### src/rtl/sar_seq_pkg.sv
package sar_seq_pkg;

   typedef enum logic [1:0] {
      ST_BLANK = 2'd0,
      ST_CONV  = 2'd1,
      ST_SHOW  = 2'd2
   } sar_state_e;

   function automatic int unsigned idx_bits(input int unsigned w);
      return (w < 2) ? 1 : $clog2(w);
   endfunction

endpackage

### src/rtl/sar_bit_walker.sv
module sar_bit_walker #(
   parameter int unsigned WIDTH = 10,
   localparam int unsigned IW = sar_seq_pkg::idx_bits(WIDTH)
) (
   input  logic             clk,
   input  logic             rst,
   input  logic             load,
   input  logic             step,
   input  logic             clear,
   input  logic             cmp_above,
   output logic [WIDTH-1:0] trial,
   output logic [WIDTH-1:0] trial_next,
   output logic             last
);

   logic [IW-1:0]    idx_q;
   logic [WIDTH-1:0] sel;
   logic [WIDTH-1:0] below;

   assign sel   = {{(WIDTH-1){1'b0}}, 1'b1} << idx_q;
   assign below = sel >> 1;
   assign last  = (idx_q == '0);

   for (genvar i = 0; i < WIDTH; i++) begin : g_bit
      always_comb begin
         if (sel[i])
            trial_next[i] = ~cmp_above;
         else if (below[i])
            trial_next[i] = 1'b1;
         else
            trial_next[i] = trial[i];
      end
   end

   always_ff @(posedge clk) begin
      if (rst || clear) begin
         trial <= '0;
         idx_q <= '0;
      end else if (load) begin
         trial <= {1'b1, {(WIDTH-1){1'b0}}};
         idx_q <= IW'(WIDTH - 1);
      end else if (step) begin
         trial <= trial_next;
         if (!last)
            idx_q <= idx_q - 1'b1;
      end
   end

   AST_TEST_BIT_SET: assert property (@(posedge clk) disable iff (rst) (step && !clear) |-> (trial & sel) != '0);

   AST_LOW_BITS_CLEAR: assert property (@(posedge clk) disable iff (rst) (step && !clear) |-> (trial & (sel - 1'b1)) == '0);

endmodule

### src/rtl/sar_out_stage.sv
module sar_out_stage #(
   parameter int unsigned WIDTH    = 10,
   parameter bit          MASK_BUS = 1'b1
) (
   input  logic             clk,
   input  logic             rst,
   input  logic             capture,
   input  logic             release_out,
   input  logic [WIDTH-1:0] code_in,
   output logic [WIDTH-1:0] result,
   output logic             result_oe,
   output logic             ready_n
);

   logic [WIDTH-1:0] held_q;
   logic             oe_q;
   logic             rdy_n_q;

   always_ff @(posedge clk) begin
      if (rst || release_out) begin
         held_q  <= '0;
         oe_q    <= 1'b0;
         rdy_n_q <= 1'b1;
      end else if (capture) begin
         held_q  <= code_in;
         oe_q    <= 1'b1;
         rdy_n_q <= 1'b0;
      end
   end

   assign result_oe = oe_q;
   assign ready_n   = rdy_n_q;

   if (MASK_BUS) begin : g_masked
      assign result = oe_q ? held_q : '0;
      AST_BUS_QUIET: assert property (@(posedge clk) disable iff (rst) !result_oe |-> result == '0);
   end else begin : g_raw
      assign result = held_q;
   end

   AST_OE_WITH_READY: assert property (@(posedge clk) disable iff (rst) result_oe == !ready_n);

endmodule

### src/rtl/sar_seq_ctrl.sv
module sar_seq_ctrl #(
   parameter int unsigned WIDTH    = 10,
   parameter bit          MASK_BUS = 1'b1
) (
   input  logic             clk,
   input  logic             rst,
   input  logic             blank_conv,
   input  logic             cmp_above,
   output logic [WIDTH-1:0] trial_code,
   output logic [WIDTH-1:0] result,
   output logic             result_oe,
   output logic             ready_n
);
   import sar_seq_pkg::*;

   initial begin : chk_params
      assert (WIDTH >= 2 && WIDTH <= 32) else $error("sar_seq_ctrl: WIDTH out of range");
   end

   sar_state_e       state_q;
   logic             start;
   logic             step;
   logic             abort;
   logic             finish;
   logic             release_out;
   logic             last;
   logic [WIDTH-1:0] trial_next;

   assign start       = (state_q == ST_BLANK) && !blank_conv;
   assign step        = (state_q == ST_CONV)  && !blank_conv;
   assign abort       = (state_q == ST_CONV)  &&  blank_conv;
   assign finish      = step && last;
   assign release_out = (state_q == ST_SHOW)  &&  blank_conv;

   always_ff @(posedge clk) begin
      if (rst) begin
         state_q <= ST_BLANK;
      end else begin
         unique case (state_q)
            ST_BLANK: if (start)       state_q <= ST_CONV;
            ST_CONV:  if (abort)       state_q <= ST_BLANK;
                      else if (finish) state_q <= ST_SHOW;
            ST_SHOW:  if (release_out) state_q <= ST_BLANK;
            default:                   state_q <= ST_BLANK;
         endcase
      end
   end

   sar_bit_walker #(.WIDTH(WIDTH)) u_walker (
      .clk        (clk),
      .rst        (rst),
      .load       (start),
      .step       (step),
      .clear      (abort || release_out),
      .cmp_above  (cmp_above),
      .trial      (trial_code),
      .trial_next (trial_next),
      .last       (last)
   );

   sar_out_stage #(.WIDTH(WIDTH), .MASK_BUS(MASK_BUS)) u_out (
      .clk         (clk),
      .rst         (rst),
      .capture     (finish),
      .release_out (release_out),
      .code_in     (trial_next),
      .result      (result),
      .result_oe   (result_oe),
      .ready_n     (ready_n)
   );

   AST_START_MSB: assert property (@(posedge clk) disable iff (rst) (state_q == ST_BLANK && !blank_conv) |=> trial_code == {1'b1, {(WIDTH-1){1'b0}}});

   AST_READY_ONLY_AFTER_LAST: assert property (@(posedge clk) disable iff (rst) $fell(ready_n) |-> ($past(state_q) == ST_CONV && !$past(blank_conv)));

   AST_ABORT_NO_READY: assert property (@(posedge clk) disable iff (rst) (state_q == ST_CONV && blank_conv) |=> (ready_n && trial_code == '0));

   AST_BLANK_RELEASES: assert property (@(posedge clk) disable iff (rst) (!ready_n && blank_conv) |=> (ready_n && !result_oe));

   AST_SHOW_HOLDS: assert property (@(posedge clk) disable iff (rst) (!ready_n && !blank_conv) |=> ($stable(result) && $stable(trial_code) && !ready_n));

endmodule

### config.mk
export PLATFORM = sky130hd
export DESIGN_NAME = sar_seq_ctrl
export DESIGN_NICKNAME = d
export VERILOG_FILES = /design/src/rtl/sar_seq_pkg.sv /design/src/rtl/sar_bit_walker.sv /design/src/rtl/sar_out_stage.sv /design/src/rtl/sar_seq_ctrl.sv
export SDC_FILE = /design/constraint.sdc
export NUM_CORES = 1
export LEC_CHECK = 0
export ABC_CLOCK_PERIOD_IN_PS = 2060
export BUFFER_PORTS_ARGS = -buffer_cell sky130_fd_sc_hd__buf_4
export CORE_MARGIN = 2
export CORE_UTILIZATION = 49
export CTS_CLUSTER_DIAMETER = 200
export DETAILED_ROUTE_END_ITERATION = 10
export HOLD_SLACK_MARGIN = 0.05
export PLACE_DENSITY = 0.74
export SYNTH_ARGS = -nofsm -noshare
export SYNTH_HDL_FRONTEND = slang
export SYNTH_HIERARCHICAL = 1
export SYNTH_SLANG_ARGS = --single-unit
### constraint.sdc
create_clock -name clk -period 2.06 [get_ports clk]
set_input_delay 0.206 -clock clk [delete_from_list [all_inputs] [get_ports clk]]
set_output_delay 0.206 -clock clk [all_outputs]
set_load 0.005 [all_outputs]
After elaboration in Yosys (flattened, before gate mapping) --
Index checks and enable logic that the tools add are counted.
Storage, ports and cells: output and inout bits 22, bits in registers 28, logic and storage cells 64, bits of input ports 4
Operators by class: multiplexer cells 30, equal/unequal tests 6, add/subtract/negate cells 1, bitwise operators 2, shift-type cells 1, reductions and logical operators 16
Operators with widths (count):
- $mux W10 | 3
- $mux W1 | 19
- $mux W4 | 3
- $shl A1 B4 Y10 const A | 1
- $mux W2 | 4
- $ne A2 B2 Y1 const B | 3
- $pmux W2 S3 | 1
- $logic_and A1 B1 Y1 | 5
- $logic_not A4 Y1 | 1
- $reduce_and A2 Y1 | 2
- $sub A4 B1 Y4 const B | 1
- $logic_or A1 B1 Y1 | 3
- $ne A3 B3 Y1 const B | 1
- $reduce_and A3 Y1 | 1
- $eq A2 B1 Y1 const B | 1
- $eq A2 B2 Y1 const B | 1
- $logic_not A2 Y1 | 1
- $not A1 Y1 | 2
- $reduce_bool A2 Y1 | 1
- $reduce_or A2 Y1 | 1
- $logic_not A1 Y1 | 1

Longest topological paths before layout --
Gate-level depths: netlist of the first run.
word-level depth 6, gate-level depth with buffers 10

Hierarchy --
The synthesis of the first run kept the hierarchy.
By module, submodules not included:
- sar_bit_walker | area each 887.1 um^2, instances 1, cells each 101, seq. area each 280.3 um^2
- sar_out_stage | area each 491.7 um^2, instances 1, cells each 50, seq. area each 240.2 um^2
- sar_seq_ctrl | area each 121.4 um^2, instances 1, cells each 14, seq. area each 40.0 um^2

Worst setup path before layout of the first run --
No wires, ideal clock.
path type flip-flop to flip-flop, start register u_walker.idx_q[0], end register u_out.held_q[0], slack -9 ps, arrival time 1955 ps, required time 1946 ps, stages on the path, launching flop included 11, path through dfxtp_1 > inv_1 > ha_1 > buf_2 > inv_1 > nor3_1 > nand2_1 > nor3_1 > buf_6 > mux2i_1 > nor2_1
RTL lines:
- start: declaration | RTL line sar_bit_walker.sv:16 | logic [IW-1:0] idx_q;
- start signal: assignment | RTL line sar_bit_walker.sv:41 | idx_q <= IW'(WIDTH - 1);
- start signal: assignment | RTL line sar_bit_walker.sv:45 | idx_q <= idx_q - 1'b1;
- $logic_not A4 Y1 | RTL line sar_bit_walker.sv:22 | assign last = (idx_q == '0);
- named net last | RTL line sar_seq_ctrl.sv:26 | logic last;
- $logic_and A1 B1 Y1 | RTL line sar_seq_ctrl.sv:32 | assign finish = step && last;
- named net finish | RTL line sar_seq_ctrl.sv:24 | logic finish;
- end signal: assignment | RTL line sar_out_stage.sv:25 | held_q <= code_in;
- end: declaration | RTL line sar_out_stage.sv:15 | logic [WIDTH-1:0] held_q;
The timed path passes the listed nets, and every way through them passes these cells. A chain may end at the register's enable or synchronous reset.

Worst setup path in the final report of the first run --
start register u_walker.idx_q[0], end register u_out.held_q[9]
Same word-level chain as after synthesis.

==> results of run 1 <==
-- synth_stat cells (2+ instances only) --
library cell,number
dfxtp_1,28
nor2_1,19
a21oi_1,11
and2_1,10
mux2i_1,10
inv_1,9
and3_1,8
a31oi_1,7
a31o_1,6
ha_1,5
or2_1,4
buf_2,3
buf_6,3
nor3_1,3
o21a_1,3
a211oi_1,2
a211oi_2,2
a31o_2,2
buf_4,2
clkbuf_1,2
nand2_1,2
nand2b_1,2
nand3b_1,2
nor2b_1,2
nor3_2,2
o22a_1,2
-- how the worst min path moves through the flow --
| stage | start | endpoint | slack, ns | depth (start not counted) |
|---|---|---|---|---|
| 6_report | rst | state_q[1] | 0.1 | 2 |
| 5_1_grt | rst | state_q[1] | 0.06 | 2 |
| 4_1_cts | blank_conv | state_q[1] | 0.07 | 2 |
| 3_5_place_dp | blank_conv | state_q[1] | 0.44 | 2 |
| 3_3_place_gp | rst | state_q[1] | 0.43 | 2 |
| 2_1_floorplan | rst | state_q[1] | 0.27 | 1 |
-- cells by family (layout without fill, tap and decap cells) --
group,Yosys count,after routing
buf+inv,19,44
xor+xnor,1,1
fa+ha+maj,5,5
flops,28,28
mux,11,11
simple gates,60,60
compound gates,41,41
-- critical path: stages, from the launching register on --
cell and delay, ns:
dfxtp_1 0.37, inv_1 0.14, ha_1 0.19, inv_1 0.08, nor3_2 0.21, nand2_1 0.10
nor3_2 0.19, buf_12 0.18, mux2i_1 0.20, nor2_1 0.05
-- state kept, by name (all words and copies together) (netlist names) --
name,cells
u_walker/idx_q,4
u_out/held_q,10
u_out/result_oe,1
u_out/ready_n,1
u_walker/trial,10
state_q,2
-- routing by layer --
| metal | wire length, um | vias to the layer above |
|---|---|---|
| li1 | - | 630 |
| met1 | 1470 | 619 |
| met2 | 1590 | 23 |
| met3 | 98 | 2 |
| met4 | 17 | 0 |
| met5 | 0 | - |
-- power breakdown --
part / internal (mW) / switching (mW) / total [mW]
clock network: 0.108 / 0.154 / 0.262
registers: 0.557 / 0.0204 / 0.577
logic: 0.0760 / 0.105 / 0.181
total: 0.741 / 0.279 / 1.02
-- layout by cell type, fill, tap and decap left out, drive strengths merged, types with 2 or more instances in the layout --
cell type   n
nand2b      3
a211oi      4
buf        30
nand3b      2
dfxtp      28
and2       10
a21oi      12
a31oi       7
inv         9
or2         4
o21ai       2
clkbuf      4
mux2i      11
ha          5
a31o        8
nand2       2
o21a        3
and3        8
nor3        5
nor2b       2
o22a        2
nor2       20
-- stage by stage --
stage	setup WS (ns)	cells	hold WS [ns]	util	cell area [um2]
floorplan	0.118	165	0.271	-	1510
global placement	0.235	218	0.435	0.575	1710
detailed placement	0.126	218	0.436	0.575	1710
CTS	0.0972	222	0.0654	0.587	1750
global route	0.0512	223	0.0571	0.595	1770
finish	0.223	223	0.0955	0.595	1770
-- area by class of cell --
type                    count  area share
well taps                  33      0.0233
flip-flops and latches     28       0.317
multi-input cells         118       0.481
clock buffers               4      0.0205
repair buffers             31       0.140
inverters                   9      0.0191
-- timing repair --
action | in CTS | in global routing
hold buffers | 0 | 1
endpoints found under the hold margin | 0 | 1
setup endpoints to repair | 0 | 18
resized for setup | 0 | 2
==> results.json, run 1 <==
{
  "die_h_um": 59.3,
  "syn-num-nets": 174,
  "power.density_nw_per_um2": 576,
  "crit_path_end": "u_out/held_q[9]",
  "min_path_type": "in2reg",
  "min_period_over_period": 0.892,
  "drtAntennaViolNets": 0,
  "tightest_slew_ns": 0.538,
  "cp.required_ns": 2.28,
  "cellLeakagePower_nw": 0.748,
  "setup_violations": 0,
  "synth_top_family_by_area": "simple AND/OR/NAND/NOR gates",
  "fp.dieW_um": 59.3,
  "routed_via_density": 5.71,
  "antenna_cells": 0,
  "vias": 1274,
  "drc": 0,
  "synth_fa_ha_area_frac": 0.0417,
  "fin_skew_ns": 0.00475,
  "yosysWarnings": 6,
  "clock-sinks": 28,
  "antenna_found_initial": 0,
  "dr.pass1.iters": 4,
  "grt_pass1_wl_um": 5320,
  "htreeDepth": 1,
  "total_power_mw": 1.02,
  "synth.largest_area_cell": "dfxtp_1",
  "ir_worst_vdd_mv": 0.298,
  "portBuffers": 25,
  "grt_usage": 0.198,
  "dp_hpwl_um": 2450,
  "post_synth.cell_area_avg_um2": 9.09,
  "grt_pass1_vias": 1185,
  "outcome": "complete, no violations",
  "maxCapViolations": 0,
  "r2r_end": "u_out/held_q[9]",
  "grt_use_met1": 0.258,
  "routabilityCongestion": 0.829,
  "core_area_um2": 2980,
  "syn_inst": 165,
  "post-cts-setup-buffers": 0,
  "layout-drive-gt1-share": 0.253,
  "crit_fanout": 12,
  "synthArstFlopShare": 0,
  "rsz0062_at_grt": "false",
  "gr-usage-met2": 0.333,
  "cts_tree": "built",
  "startpoint_type": "register",
  "r2r-start": "u_walker/idx_q[0]",
  "yosys.area_share.simple": 0.234,
  "syn_area_um2": 1500,
  "grt_busiest_layer": "met2",
  "root_buffer": "clkbuf_4",
  "row_count": 20,
  "wl_per_cell_um": 14.2,
  "synth_edf_count": 0,
  "hold_viol_final": 0,
  "area_growth_pct": 18.0,
  "reg2reg_setup_slack_ns": 0.22,
  "start_util": 0.504,
  "fmax_mhz": 544,
  "nFillCells": 270,
  "ff2ff_path_depth": 9,
  "numCtsBuffers": 3,
  "io_pins": 26,
  "netlist-cell-type-count": 40,
  "slew_viol_final": 0,
  "path_clk_slew_ns": 0.14,
  "slew_headroom": 0.640,
  "fin_crit_ns": 1.84,
  "cp-end-kind": "register",
  "synth_area_leaders": "dfxtp_1 (37%), mux2i_1 (6.7%), nor2_1 (4.8%)",
  "drt-initial-drc-count": 59,
  "seq_area_frac_synth": 0.374,
  "synth_compound_area_frac": 0.199,
  "synth-seq-cells": 28,
  "clk_latency_ns": 0.32,
  "gr-usage-met3": 0.0262,
  "clk_path_buf_depth": 2,
  "path_class": "reg2reg",
  "synth_xor_area_frac": 0.00584,
  "wirelength_um": 3170,
  "worstSetupStartpoint": "u_walker/idx_q[0]",
  "ys.flop_type": "dfxtp_1",
  "grt_overflow": 0,
  "final.setup.tns_ns": 0,
  "seq_area_um2": 561,
  "cp_data_arrival_time_ns": 2.05,
  "yosys.area.top_type_share": 0.374,
  "grt_max_degree": 17,
  "synthMuxAreaShare": 0.0759,
  "multiInputGateArea_um2": 851,
  "die_area_um2": 3520,
  "finalNetCount": 200
}
Power figures use the tool's default switching activity.
==> run 2, diff against run 1 <==
- BUFFER_PORTS_ARGS: -buffer_cell sky130_fd_sc_hd__buf_4 -> -buffer_cell sky130_fd_sc_hd__buf_2
- SLEW_MARGIN: not set -> 10
==> run 2 against run 1 <==
Against the previous run: clock skew fell by 0.00079 ns; fmax fell by 2.5%; critical path depth fell by 4; power fell by 5.2%; wire length fell by 4.2%; clock power fell by 17%; via count barely moved; die area did not move; global-route usage fell by 1.4 points; critical endpoint is now u_walker/trial[1].
==> results.json, run 2 (synthesis gave the netlist of run 1 again) <==
{
  "outcome": "complete, no violations",
  "min_to": "state_q[1]",
  "fin_crit_ns": 1.88,
  "power.density_nw_per_um2": 577,
  "path_cells": "nand2b_1, a21oi_1, nor3_2, and3_1, a31o_2",
  "cpPeakStageDelay_ns": 0.69,
  "layout-drive-gt1-share": 0.254,
  "place_inst": 219,
  "path_class": "reg2reg",
  "grt_max_degree": 17,
  "grt_usage": 0.184,
  "min_period_over_period": 0.914,
  "fp.dieW_um": 59.3,
  "cp_data_arrival_time_ns": 2.16,
  "drt-initial-drc-count": 54,
  "fin_area_um2": 1680,
  "r2r_end": "u_walker/trial[1]",
  "grt_pass1_wl_um": 4970,
  "finalNetCount": 200,
  "reg2reg_setup_slack_ns": 0.18,
  "grt_pass1_vias": 1096,
  "wl_per_cell_um": 13.7,
  "slowest_stage": "nor3_2",
  "finalNonFillerCells": 222,
  "io_pins": 26,
  "cellLeakagePower_nw": 0.737,
  "setup_violations": 0,
  "clock-sinks": 28,
  "cts_tree": "built",
  "hold_start": "rst",
  "ir_worst_vdd_mv": 0.315,
  "core_area_um2": 2980,
  "root_buffer": "clkbuf_4",
  "portBuffers": 25,
  "drc": 0,
  "holdPathStages": 2,
  "cp.required_ns": 2.34,
  "rsz0062_at_grt": "false",
  "slew_viol_final": 0,
  "routabilityCongestion": 0.846,
  "crit_fanout": 16,
  "fin_skew_ns": 0.00396,
  "clk_latency_ns": 0.32,
  "dr.pass1.iters": 4,
  "path_clk_slew_ns": 0.14,
  "post-cts-setup-buffers": 0,
  "total_power_uw": 967,
  "cp-end-kind": "register",
  "hold_viol_final": 0,
  "wirelength_um": 3030,
  "tightest_slew_ns": 0.819,
  "area_growth_pct": 11.8,
  "min_path_type": "in2reg",
  "vias": 1275,
  "final.setup.tns_ns": 0,
  "maxCapViolations": 0,
  "layout_commonest_cell": "dfxtp_1",
  "dp_hpwl_um": 2380,
  "place_area_um2": 1650,
  "routed_via_density": 5.74,
  "htreeDepth": 1,
  "cts_hold_buffers": 0,
  "die_h_um": 59.3,
  "antenna_cells": 0,
  "startpoint_type": "register",
  "worstSetupStartpoint": "state_q[0]",
  "clk_path_buf_depth": 2,
  "reg.largest.list": "u_out/held_q (10), u_walker/trial (10), u_walker/idx_q (4)",
  "grt_overflow": 0,
  "fin_hold_ws_ns": 0.144,
  "row_count": 20,
  "drtAntennaViolNets": 0,
  "r2r-start": "state_q[0]",
  "numCtsBuffers": 3,
  "slew_headroom": 0.451,
  "antenna_found_initial": 0,
  "ff2ff_path_depth": 5,
  "fmax_mhz": 531,
  "die_area_um2": 3520,
  "start_util": 0.504,
  "final_cell_mix": "dfxtp_1 (28), buf_2 (25), nor2_1 (19)"
}
## run 2: changes by cell type in the layout (fill, tap and decap cells not counted), sizes merged
| cell | previous run | this run |
|---|---|---|
| buf | 30 | 31 |
| clkbuf | 4 | 3 |
| dlygate4sd3 | 1 | 0 |
## run 2: what timing repair did
item / CTS / global route
gates resized for setup: 0 / 2
endpoints found under the hold margin: 0 / 0
setup endpoints to repair: 0 / 2
## run 2: layout make-up
cell class,instances,area (um2)
clock buffer,3,22.5
fill,278,1300
inverter,9,33.8
multi-input combinational,118,845
sequential,28,561
tap,33,41.3
timing repair buffer,31,174
## run 2: per-stage QoR
step,setup slack [ns],utilization
after floorplan,0.118,-
final,0.176,0.563
after global placement,0.277,0.553
after CTS,0.203,0.560
after global routing,0.0249,0.563
after detailed placement,0.230,0.553
## run 2: how the worst max path moves through the flow
stage	cells after the start	slack, ns	endpoint
final	5	0.18	u_walker/trial[1]
after detailed placement	5	0.23	u_walker/trial[1]
after global placement	9	0.28	u_out/held_q[2]
after CTS	5	0.20	u_walker/trial[1]
after floorplan	10	0.12	u_out/held_q[0]
after global routing	9	0.02	u_out/held_q[0]
## run 2: worst max-delay path, delay by kind of cell (launching register included)
kind               cells  cell delay, ns
and+or+nand+nor        3            1.14
DFF                    1            0.45
AOI/OAI and AO/OA      2            0.25
## run 2: routing by layer
layer	global-route usage	part of all wire
met1	0.245	0.46
met2	0.301	0.48
met3	0.0262	0.047
met4	0.0682	0.0079
met5	0	0
## run 2: power by group
group          total (mW)  switching (mW)  internal, mW
registers           0.576          0.0196         0.556
logic               0.174           0.102        0.0714
clock network       0.217           0.148        0.0685
